`src/rtl/pll_mode_pkg.sv`:
```
package pll_mode_pkg;
   typedef enum logic [1:0] {
      MODE_FREE = 2'b00,
      MODE_ACQ  = 2'b01,
      MODE_LOCK = 2'b10,
      MODE_HOLD = 2'b11
   } pll_mode_e;
endpackage

```
`src/rtl/pll_lock_qual.sv`:
```
// Counts consecutive lock-detect cycles while acquiring; flags the edge
// at which the programmed run length is reached.
module pll_lock_qual #(
   parameter int CNT_W = 8
) (
   input  logic             clk,
   input  logic             rst,
   input  logic             active_i,
   input  logic             lock_det_i,
   input  logic [CNT_W-1:0] lock_cycles_i,
   output logic             qual_o
);
   localparam int EXT_W = CNT_W + 1;

   logic [CNT_W-1:0] run_q;
   logic [EXT_W-1:0] target;
   logic [EXT_W-1:0] run_next_ext;

   generate
      if (CNT_W < 1) begin : g_bad_w
         $error("pll_lock_qual: CNT_W must be at least 1");
      end
   endgenerate

   always_comb begin
      target       = (lock_cycles_i == '0) ? EXT_W'(1) : {1'b0, lock_cycles_i};
      run_next_ext = {1'b0, run_q} + EXT_W'(1);
      qual_o       = active_i && lock_det_i && (run_next_ext >= target);
   end

   always_ff @(posedge clk) begin
      if (rst || !active_i || !lock_det_i) begin
         run_q <= '0;
      end else if (run_q != {CNT_W{1'b1}}) begin
         run_q <= run_q + CNT_W'(1);
      end
   end

   // a qualified lock with a run longer than one needs lock seen last cycle
   AST_QUAL_RUN: assert property (@(posedge clk) disable iff (rst)
      (qual_o && lock_cycles_i > CNT_W'(1)) |-> $past(lock_det_i));
endmodule

```
`src/rtl/pll_mode_fsm.sv`:
```
module pll_mode_fsm
   import pll_mode_pkg::*;
(
   input  logic      clk,
   input  logic      rst,
   input  logic      init_done_i,
   input  logic      in_valid_i,
   input  logic      hist_valid_i,
   input  logic      qual_i,
   output pll_mode_e mode_o,
   output logic      mode_chg_o
);
   pll_mode_e mode_q, mode_d;
   logic      chg_q;

   always_comb begin
      mode_d = mode_q;
      if (!init_done_i) begin
         mode_d = MODE_FREE;
      end else begin
         unique case (mode_q)
            MODE_FREE: if (in_valid_i) mode_d = MODE_ACQ;
            MODE_ACQ: begin
               if (!in_valid_i)  mode_d = MODE_FREE;
               else if (qual_i)  mode_d = MODE_LOCK;
            end
            MODE_LOCK: begin
               if (!in_valid_i) mode_d = hist_valid_i ? MODE_HOLD : MODE_FREE;
            end
            MODE_HOLD: if (in_valid_i) mode_d = MODE_ACQ;
            default: mode_d = MODE_FREE;
         endcase
      end
   end

   always_ff @(posedge clk) begin
      if (rst) begin
         mode_q <= MODE_FREE;
         chg_q  <= 1'b0;
      end else begin
         mode_q <= mode_d;
         chg_q  <= (mode_d != mode_q);
      end
   end

   assign mode_o     = mode_q;
   assign mode_chg_o = chg_q;

   AST_INIT_FREE: assert property (@(posedge clk) disable iff (rst)
      !init_done_i |=> (mode_q == MODE_FREE));
   AST_ACQ_DROP: assert property (@(posedge clk) disable iff (rst)
      (init_done_i && mode_q == MODE_ACQ && !in_valid_i) |=> (mode_q == MODE_FREE));
   AST_HOLD_GATE: assert property (@(posedge clk) disable iff (rst)
      (init_done_i && mode_q == MODE_LOCK && !in_valid_i && !hist_valid_i) |=> (mode_q == MODE_FREE));
   AST_HOLD_ENTRY: assert property (@(posedge clk) disable iff (rst)
      (init_done_i && mode_q == MODE_LOCK && !in_valid_i && hist_valid_i) |=> (mode_q == MODE_HOLD));
   AST_HOLD_EXIT: assert property (@(posedge clk) disable iff (rst)
      (init_done_i && mode_q == MODE_HOLD && in_valid_i) |=> (mode_q == MODE_ACQ));
endmodule

```
`src/rtl/pll_bw_select.sv`:
```
module pll_bw_select
   import pll_mode_pkg::*;
#(
   parameter int BW_W        = 5,
   parameter int FL_MIN_CODE = 12,
   parameter bit CLAMP_EN    = 1'b1
) (
   input  pll_mode_e       mode_i,
   input  logic            fast_en_i,
   input  logic [BW_W-1:0] bw_norm_i,
   input  logic [BW_W-1:0] bw_fast_i,
   output logic [BW_W-1:0] bw_o
);
   localparam logic [BW_W-1:0] FLOOR = BW_W'(FL_MIN_CODE);

   logic [BW_W-1:0] fast_eff;

   generate
      if (FL_MIN_CODE < 0 || FL_MIN_CODE >= (1 << BW_W)) begin : g_bad_floor
         $error("pll_bw_select: FL_MIN_CODE does not fit in BW_W bits");
      end
      if (CLAMP_EN) begin : g_clamp
         assign fast_eff = (bw_fast_i < FLOOR) ? FLOOR : bw_fast_i;
      end else begin : g_pass
         assign fast_eff = bw_fast_i;
      end
   endgenerate

   assign bw_o = (mode_i == MODE_ACQ && fast_en_i) ? fast_eff : bw_norm_i;
endmodule

```
`src/rtl/pll_mode_ctrl.sv`:
```
module pll_mode_ctrl
   import pll_mode_pkg::*;
#(
   parameter int BW_W        = 5,
   parameter int FL_MIN_CODE = 12,
   parameter int CNT_W       = 8,
   parameter bit CLAMP_EN    = 1'b1
) (
   input  logic             clk,
   input  logic             rst,
   input  logic             init_done_i,
   input  logic             in_valid_i,
   input  logic             lock_det_i,
   input  logic             hist_valid_i,
   input  logic [BW_W-1:0]  bw_norm_i,
   input  logic [BW_W-1:0]  bw_fast_i,
   input  logic             fast_en_i,
   input  logic [CNT_W-1:0] lock_cycles_i,
   output logic [1:0]       mode_o,
   output logic [BW_W-1:0]  bw_o,
   output logic             locked_o,
   output logic             mode_chg_o
);
   pll_mode_e mode;
   logic      qual;

   generate
      if (BW_W < 1) begin : g_bad_bw
         $error("pll_mode_ctrl: BW_W must be at least 1");
      end
   endgenerate

   pll_lock_qual #(.CNT_W(CNT_W)) qual_i (
      .clk          (clk),
      .rst          (rst),
      .active_i     (mode == MODE_ACQ),
      .lock_det_i   (lock_det_i),
      .lock_cycles_i(lock_cycles_i),
      .qual_o       (qual)
   );

   pll_mode_fsm fsm_i (
      .clk         (clk),
      .rst         (rst),
      .init_done_i (init_done_i),
      .in_valid_i  (in_valid_i),
      .hist_valid_i(hist_valid_i),
      .qual_i      (qual),
      .mode_o      (mode),
      .mode_chg_o  (mode_chg_o)
   );

   pll_bw_select #(
      .BW_W       (BW_W),
      .FL_MIN_CODE(FL_MIN_CODE),
      .CLAMP_EN   (CLAMP_EN)
   ) bw_i (
      .mode_i   (mode),
      .fast_en_i(fast_en_i),
      .bw_norm_i(bw_norm_i),
      .bw_fast_i(bw_fast_i),
      .bw_o     (bw_o)
   );

   assign mode_o   = mode;
   assign locked_o = (mode == MODE_LOCK);

   AST_LOCK_NEEDS_DET: assert property (@(posedge clk) disable iff (rst)
      $rose(locked_o) |-> ($past(lock_det_i) && $past(mode_o) == 2'b01));
   AST_FREE_TO_ACQ: assert property (@(posedge clk) disable iff (rst)
      (init_done_i && mode_o == 2'b00 && in_valid_i) |=> (mode_o == 2'b01));
   AST_FAST_FLOOR: assert property (@(posedge clk) disable iff (rst)
      (CLAMP_EN && mode_o == 2'b01 && fast_en_i) |-> (bw_o >= BW_W'(FL_MIN_CODE)));
   AST_NORM_OUTSIDE: assert property (@(posedge clk) disable iff (rst)
      (mode_o != 2'b01 || !fast_en_i) |-> (bw_o == bw_norm_i));
   AST_CHG_PULSE: assert property (@(posedge clk) disable iff (rst)
      mode_chg_o == (mode_o != $past(mode_o)));
endmodule

```
`config.mk`:
```
export PLATFORM = sky130hd
export DESIGN_NAME = pll_mode_ctrl
export DESIGN_NICKNAME = d
export VERILOG_FILES = /design/src/rtl/pll_mode_pkg.sv /design/src/rtl/pll_lock_qual.sv /design/src/rtl/pll_mode_fsm.sv /design/src/rtl/pll_bw_select.sv /design/src/rtl/pll_mode_ctrl.sv
export SDC_FILE = /design/constraint.sdc
export NUM_CORES = 1
export LEC_CHECK = 0
export BUFFER_PORTS_ARGS = -buffer_cell sky130_fd_sc_hd__clkbuf_2
export CAP_MARGIN = 10
export CORE_MARGIN = 3
export CORE_UTILIZATION = 52
export DETAILED_ROUTE_END_ITERATION = 8
export HOLD_SLACK_MARGIN = 0.02
export PLACE_DENSITY = 0.8
export SLEW_MARGIN = 20
export SYNTH_ARGS = -nofsm -noshare
export SYNTH_HDL_FRONTEND = slang
export SYNTH_SLANG_ARGS = --single-unit
```
`constraint.sdc`:
```
create_clock -name clk -period 3.8 [get_ports clk]
set_clock_uncertainty 0.1 [all_clocks]
set_input_delay 0.19 -clock clk [delete_from_list [all_inputs] [get_ports clk]]
set_output_delay 0.19 -clock clk [all_outputs]
set_load 0.02 [all_outputs]
```
# --- Word level (Yosys, flattened, before mapping) ---
# Index checks and enable logic that the tools add are counted.
word_totals:
  output_inout_bits: 9
  mem_count: 0
  regBits: 11
  mem_bits_ro: 0
  input_bits: 25
  ram_bits: 0
  latchBits: 0
op_classes:
  add_sub_neg: 2
  reduce_logical: 10
  magnitude_cmp: 2
  n_bitwise: 0
  n_eq_ne: 5
  multipliers: 0
  shifts: 0
  div_mod_pow: 0
  mux: 10
op_table:
  columns: ["operator", "count"]
  rows:
  - ["2-to-1 mux 2 bit", 6]
  - ["2-to-1 mux 5 bit", 2]
  - ["adder 8 x 1 -> 9 bit (second input constant)", 1]
  - [">= comparator 9 bit", 1]
  - ["adder 8 x 1 -> 8 bit (second input constant)", 1]
  - ["logical NOT 8 bit", 1]
  - ["2-to-1 mux 8 bit", 1]
  - ["inequality test 8 bit (second input constant)", 1]
  - ["one-hot mux 2 bit (3 select lines)", 1]
  - ["less-than comparator 5 x 4 -> 1 bit (second input constant)", 1]
  - ["== test 2 bit (second input constant)", 2]
  - ["logical AND 1 bit", 3]
  - ["== test 2 x 1 -> 1 bit (second input constant)", 1]
  - ["logical NOT 1 bit", 2]
  - ["logical NOT 2 bit", 1]
  - ["logical OR 1 bit", 2]
  - ["inequality test 2 bit", 1]
  - ["OR reduction 2 bit", 1]

# --- Longest topological paths before layout ---
# Gate-level depths: netlist of the first run.
logic_depth:
  depth_word: 9
  mapped_depth: 11

# --- Hierarchy ---
# From an unflattened synthesis of the first run, not the netlist that was laid out.
unflattened:
  cells_unflattened: 115
  area_unflattened_um2: 955.9
by_module_without_submodules:
  columns: ["module", "seq_area_each_um2", "cells_per_inst", "area_each_um2", "n_inst"]
  rows:
  - ["pll_lock_qual", 160.2, 76, 599.3, 1]
  - ["pll_mode_fsm", 60.1, 25, 230.2, 1]
  - ["pll_bw_select", 0.0, 12, 111.4, 1]
  - ["pll_mode_ctrl", 0.0, 2, 15.0, 1]

# --- Worst setup path before layout of the first run ---
# No wires, ideal clock.
synth_timing:
  kind: "register -> register"
  start: "reg qual_i.run_q[0]"
  end: "reg fsm_i.chg_q (netlist: fsm_i.mode_chg_o)"
  n_path_buf: 0
  synth_period_minus_slack_ns: 2.330
  arrival_time_ns: 2.167
  setup_slack_ns: 1.470
  stages_incl_launch_ff: 12
  cell_sequence: "dfxtp_1 ha_1 nand3_2 nor2_1 xor2_1 ha_1 o21a_1 o21a_1 nand3_1 o21a_1 or4_1 nand4_1"
synth_via:
  elab_chain_cells: 8
synth_lines:
  columns: ["item", "line_no", "source"]
  rows:
  - ["from (decl)", "pll_lock_qual.sv:15", "logic [CNT_W-1:0] run_q;"]
  - ["from (signal assigned)", "pll_lock_qual.sv:35", "run_q <= run_q + CNT_W'(1);"]
  - ["adder 8 x 1 -> 9 bit", "pll_lock_qual.sv:27", "run_next_ext = {1'b0, run_q} + EXT_W'(1);"]
  - ["net qual_i.run_next_ext[6]", "pll_lock_qual.sv:17", "logic [EXT_W-1:0] run_next_ext;"]
  - [">= comparator 9 bit", "pll_lock_qual.sv:28", "qual_o = active_i && lock_det_i && (run_next_ext >= target);"]
  - ["logical AND 1 bit", "pll_lock_qual.sv:28", null]
  - ["2-to-1 mux 2 bit", "pll_mode_fsm.sv:25", "else if (qual_i) mode_d = MODE_LOCK;"]
  - ["2-to-1 mux 2 bit", "pll_mode_fsm.sv:24", "if (!in_valid_i) mode_d = MODE_FREE;"]
  - ["one-hot mux 2 bit (3 select lines)", "pll_mode_fsm.sv:21", "unique case (mode_q)"]
  - ["2-to-1 mux 2 bit", "pll_mode_fsm.sv:18", "if (!init_done_i) begin"]
  - ["inequality test 2 bit", "pll_mode_fsm.sv:42", "chg_q <= (mode_d != mode_q);"]
  - ["to (signal assigned)", "pll_mode_fsm.sv:42", null]
  - ["to (decl)", "pll_mode_fsm.sv:14", "logic chg_q;"]
# The timed path passes the listed nets, and every way through them passes these cells.
# A chain may end at the register's enable or synchronous reset.

# --- Final worst setup path of the first run ---
# Same ends and word-level chain as after synthesis.

==> flow_metrics.tcl, run 1 <==
set metrics [dict create \
    path_max_fanout 5 \
    die_y_um 48.7 \
    power.total_mw 0.258 \
    area_growth_pct 22.2 \
    finalMaxSlewViolations 0 \
    grt_pass1_vias 801 \
    routedWlPerCell_um 11.4 \
    via_count 970 \
    worstSetupPathType "register to register" \
    remaining_drc_errors 0 \
    dp_hpwl_mm 1.74 \
    antenna_found_initial 0 \
    track_usage_pct 18.7 \
    layout_setup_ws_ps 1170 \
    synth_cell_type_count 34 \
    ys_seq_area_share_pct 23.2 \
    clkTransAtPathRegs_ps 60 \
    ant_nets 0 \
    drive_gt1_share_pct 27.2 \
    worst_setup_path_start_kind "register" \
    antennaDiodeCount 0 \
    worstMarginPinSlew_ps 359 \
    seqPwrFrac_pct 46.8 \
    cts_buffers 3 \
    cts_buffer_depth 2 \
    n_fill_cell 156 \
    cts_resized 0 \
    p_sw_share_pct 27.8 \
    period_share_pct 69.3 \
    fin_util_pct 71.9 \
    powerDensity_nw_per_um2 222 \
    grt_setup_unrepaired "no" \
    worstPathArrival_ps 2730 \
    start_util_pct 58.9 \
    period_needed_ps 2630 \
    grt_pass1_wl_mm 3.51 \
    worstSetupEndpointType "register" \
    die_area_um2 2370 \
    cts.sinks 11 \
    place_ws_ps 1240 \
    port_buffers 33 \
    drtIter0Drc 20 \
    h-tree-depth 1 \
    die_w_um 48.7 \
    worst_hold_slack_ps 82.8 \
    ir_drop_mv 0.216 \
    syn_area_um2 948 \
    status "finished, final reports clean" \
    clk_latency_ps 260 \
    p_leak_nw 0.580 \
    post_cts_buffers 0 \
    combPwrFrac_pct 24.3 \
    stdcell_count 182 \
    coreArea_um2 1610 \
    yosys_register_bits 11 \
    cts-root-buf "clkbuf_4" \
    avgViaCountPerCell 5.33 \
    hold_buffers 0 \
    synthesis.nets 159 \
    hold_path.class "primary input to register" \
    drt_pass1_iterations 4 \
    dp_cells 178 \
    tns_ps 0 \
    gp_congestion 0.869 \
    hold_viol_final 0 \
    placed_cell_area_um2 1130 \
    syn_area_per_cell_um2 7.77 \
    synth_cells 122 \
    yosysWarnings 0 \
    slew_headroom_pct 76.1 \
    internal-power_mw 0.186 \
    final-setup-viol-count 0 \
    p_clk_share_pct 28.9 \
    cp.required_ps 3900 \
    power.switching_mw 0.0717 \
    fin_nets 196 \
    cap_violations 0 \
    drt-total-wl_mm 2.07 \
    grt_max_degree 9 \
    cts_tree "yes" \
    grt_overflow 0 \
    ios 34 \
    max_freq_ghz 0.380 \
    num_rows 14 \
    design_area_um2 1160 \
]
[critical path, cell delays in order (launching register included)]
cell and delay [ps]:
dfxtp_1 400, ha_1 220, nand3_2 140, nor2_1 180, xor2_1 280, ha_1 200
o21a_1 130, o21a_1 130, nand3_1 80, o21a_1 210, or4_1 400, nand4_1 100
[Yosys cell counts (all sizes together)]
cell	count	area share, %
nor2	19	7.8
ha	12	16
nand2	12	4.7
dfxtp	11	23
inv	10	4.0
o21ai	9	4.7
nand3	7	4.2
nor2b	5	3.3
xor2	5	4.6
nand4	4	3.3
a21oi	3	1.6
o21a	3	2.4
a31oi	2	1.3
mux2	2	2.4
o21ba	2	2.1
xnor2	2	1.8
a211o	1	0.92
a211oi	1	0.79
a221oi	1	0.92
a41o	1	1.1
a41oi	1	0.92
and2	1	0.66
buf	1	1.2
mux2i	1	1.1
nand3b	1	0.79
nor4	1	0.66
o21bai	1	1.2
o311ai	1	0.92
or2b	1	0.79
or4	1	0.79
[final timing paths]
kind,slack [ps],end,from,cells after the start
setup / recovery,1170,fsm_i.mode_chg_o,qual_i.run_q[0],11
hold / removal,80,fsm_i.mode_o[1],rst,2
setup reg to reg,1170,fsm_i.mode_chg_o,qual_i.run_q[0],11
hold reg to reg,490,qual_i.run_q[1],qual_i.run_q[1],2
[registers in the layout, indices dropped and copies added, names as in the netlist]
name	count
fsm_i.mode_o	2
fsm_i.mode_chg_o	1
qual_i.run_q	8
[per-layer routing]
metal	vias up	track usage, %	wire (um)
met4	0	11.4	50
met5	-	0	0
met1	426	25.4	973
li1	503	-	-
met2	36	26.5	898
met3	5	4.29	150
[final cells by class]
class                      count  area, um2  share of cell area (%)
multi-input combinational    100        679                    58.6
tap                           24       30.0                    2.59
timing repair buffer          33        165                    14.3
clock buffer                   4       26.3                    2.27
inverter                      10       37.5                    3.24
sequential                    11        220                    19.0
[cells by family after synthesis]
| kind of cell | count (synthesis) | synth area share, % |
|---|---|---|
| compound gates | 26 | 18.9 |
| flops | 11 | 23.2 |
| mux | 3 | 3.43 |
| simple gates | 52 | 27.0 |
| buf+inv | 11 | 5.15 |
| xor+xnor | 7 | 6.46 |
| fa+ha+maj | 12 | 15.8 |
[cells in the final DEF, fill, tap and decap left out, drive strengths merged]
| cell | count |
|---|---|
| inv | 10 |
| nand4 | 4 |
| a221oi | 1 |
| ha | 12 |
| a41oi | 1 |
| or4 | 1 |
| a41o | 1 |
| mux2i | 1 |
| nor2b | 5 |
| mux2 | 2 |
| clkbuf | 37 |
| xor2 | 5 |
| o21bai | 1 |
| nand2 | 12 |
| a21oi | 3 |
| a211oi | 1 |
| o21a | 3 |
| nand3b | 1 |
| nand3 | 7 |
| or2b | 1 |
| xnor2 | 2 |
| nor2 | 19 |
| o21ai | 9 |
| dfxtp | 11 |
| o311ai | 1 |
| and2 | 1 |
| a211o | 1 |
| a31oi | 2 |
| o21ba | 2 |
| nor4 | 1 |
[power groups by stage]
| stage | logic, mW | registers [mW] | clock network (mW) |
|---|---|---|---|
| 3_5_place_dp | 0.0623 | 0.123 | 0 |
| 2_1_floorplan | 0.0340 | 0.126 | 0 |
| 3_3_place_gp | 0.0609 | 0.123 | 0 |
| 5_1_grt | 0.0699 | 0.121 | 0.0866 |
| 6_report | 0.0626 | 0.120 | 0.0745 |
| 4_1_cts | 0.0628 | 0.120 | 0.0800 |
(Power assumes the default switching activity.)
==> inputs of run 2 (changes only) <==
CORE_UTILIZATION = 49   (was 52)
PLACE_DENSITY = 0.76   (was 0.8)
clock period = 2.75 ns   (was 3.8 ns; I/O delays follow)
==> flow_metrics.tcl, run 2 (synthesis results as in run 1) <==
set metrics [dict create \
    hold_path.class "primary input to register" \
    port_buffers 33 \
    via_count 966 \
    n_fill_cell 160 \
    largest_register_ffs 8 \
    reg2reg_setup_slack_ps 230 \
    worstPathArrival_ps 2620 \
    cts_buffers 3 \
    grt_setup_unrepaired "no" \
    antenna_found_initial 0 \
    drtIter0Drc 13 \
    register_area_um2 221 \
    grt_pass1_vias 965 \
    crit_path_top_delay_cell "or4_1" \
    clk_latency_ps 260 \
    tns_ps 0 \
    final-setup-viol-count 0 \
    top_register "qual_i.run_q" \
    start_util_pct 53.2 \
    gp_congestion 0.879 \
    grt_overflow 0 \
    period_share_pct 91.5 \
    status "finished, final reports clean" \
    multi_input_area_um2 687 \
    avgViaCountPerCell 5.25 \
    clkTransAtPathRegs_ps 70 \
    track_usage_pct 18.8 \
    finalMaxSlewViolations 0 \
    timing.rr.start "qual_i.run_q[1]" \
    place_ws_ps 232 \
    reg2reg_depth 11 \
    cap_violations 0 \
    hold_start "init_done_i" \
    crit_top_cell "o21a_1" \
    worstReg2RegEnd "fsm_i.mode_chg_o" \
    p_leak_nw 0.594 \
    period_needed_ps 2520 \
    worst_path_largest_cell_delay_ps 400 \
    cp_cell_sequence "ha_1 > nand3_2 > nor2_1 > xor2_1 > ha_1 > o21a_1 > o21a_1 > nand3_1 > o21a_1 > or4_1 > nand4_1" \
    antennaDiodeCount 0 \
    worstMarginPinSlew_ps 365 \
    crit_family "simple AND/OR/NAND/NOR gates" \
    cts.sinks 11 \
    die_w_um 50.0 \
    cts-root-buf "clkbuf_4" \
    hold_viol_final 0 \
    holdPathStages 4 \
    post_cts_buffers 0 \
    final_common_cell "clkbuf_2" \
    cts_tree "yes" \
    grt_pass1_wl_mm 3.81 \
    remaining_drc_errors 0 \
    ios 34 \
    powerDensity_nw_per_um2 306 \
    grt_max_degree 9 \
    cp.depth 11 \
    h-tree-depth 1 \
    ir_drop_mv 0.247 \
    routedWlPerCell_um 11.5 \
    coreArea_um2 1780 \
    ant_nets 0 \
    die_area_um2 2500 \
    area_growth_pct 24.3 \
    path_buf_inv 0 \
    max_freq_ghz 0.397 \
    holdPathEnd "fsm_i.mode_o[1]" \
    dp_hpwl_mm 1.73 \
    cp.required_ps 2850 \
    cts_buffer_depth 2 \
    worstSetupPathType "register to register" \
    drt-total-wl_mm 2.12 \
    die_y_um 50.0 \
    worst_setup_path_start_kind "register" \
    drive_gt1_share_pct 28.3 \
    layout_setup_ws_ps 234 \
    fin_nets 197 \
    path_max_fanout 4 \
    worstSetupEndpointType "register" \
    drt_pass1_iterations 4 \
    num_rows 15 \
    final_cell_mix "33 x clkbuf_2, 18 x nor2_1, 12 x nand2_1, 12 x ha_1" \
    slew_headroom_pct 75.6 \
]
-- run 2: changes by cell type in the layout (fill, tap and decap cells not counted) --
cell           change
dfxtp_1            -1
dfxtp_2            +1
dlygate4sd3_1      +1
xnor2_1            -1
xnor2_2            +1
-- run 2: area by class of cell --
type	instances	area share, %
clock buffer	4	2.23
inverter	10	3.18
multi-input combinational	100	58.3
sequential	11	18.8
tap	25	2.65
timing repair buffer	34	14.9
-- run 2: power breakdown --
part / leakage [nW] / switching [mW] / internal, mW
Sequential: 0.0895 / 0.00361 / 0.163
Combinational: 0.490 / 0.0491 / 0.0390
Clock: 0.0150 / 0.0498 / 0.0561
Total: 0.594 / 0.103 / 0.258
-- run 2: worst max path at each step --
stage                  endpoint       startpoint  slack, ps
2_1_floorplan  fsm_i.mode_chg_o  qual_i.run_q[0]        420
3_3_place_gp   fsm_i.mode_chg_o  qual_i.run_q[0]        270
3_5_place_dp   fsm_i.mode_chg_o  qual_i.run_q[0]        230
4_1_cts        fsm_i.mode_chg_o  qual_i.run_q[0]        200
5_1_grt        fsm_i.mode_chg_o  qual_i.run_q[1]         30
6_report       fsm_i.mode_chg_o  qual_i.run_q[1]        230
-- run 2: routing by layer --
metal  global-route usage, %  share of wire, %  wire [um]  up-vias
li1                        -                 -          -      505
met1                    23.5                50       1050      422
met2                    32.0                44        923       31
met3                    1.51               4.4         93        8
met4                    8.76               2.2         46        0
met5                       0                 0          0        -
-- run 2: tightest hold or removal path, cell delays in order --
cell	delay [ps]
clkbuf_2	90
nor2b_1	150
nand2_1	70
nor2_1	40
-- run 2: what timing repair did --
item | in CTS | in global routing
endpoints found under the hold margin | 2 | 0
hold buffers | 1 | 0
gates resized for setup | 0 | 2
endpoints found under the setup margin | 0 | 1
-- run 2: per-stage QoR --
stage | power [mW] | utilization, % | instance area, um2 | std cells | hold slack (ps)
after floorplan | 0.220 | - | 948 | 122 | 109
after global placement | 0.254 | 63.6 | 1130 | 179 | 295
after detailed placement | 0.256 | 63.6 | 1130 | 179 | 302
after CTS | 0.366 | 65.6 | 1170 | 184 | 155
after global routing | 0.380 | 66.1 | 1180 | 184 | 206
final | 0.361 | 66.1 | 1180 | 184 | 169
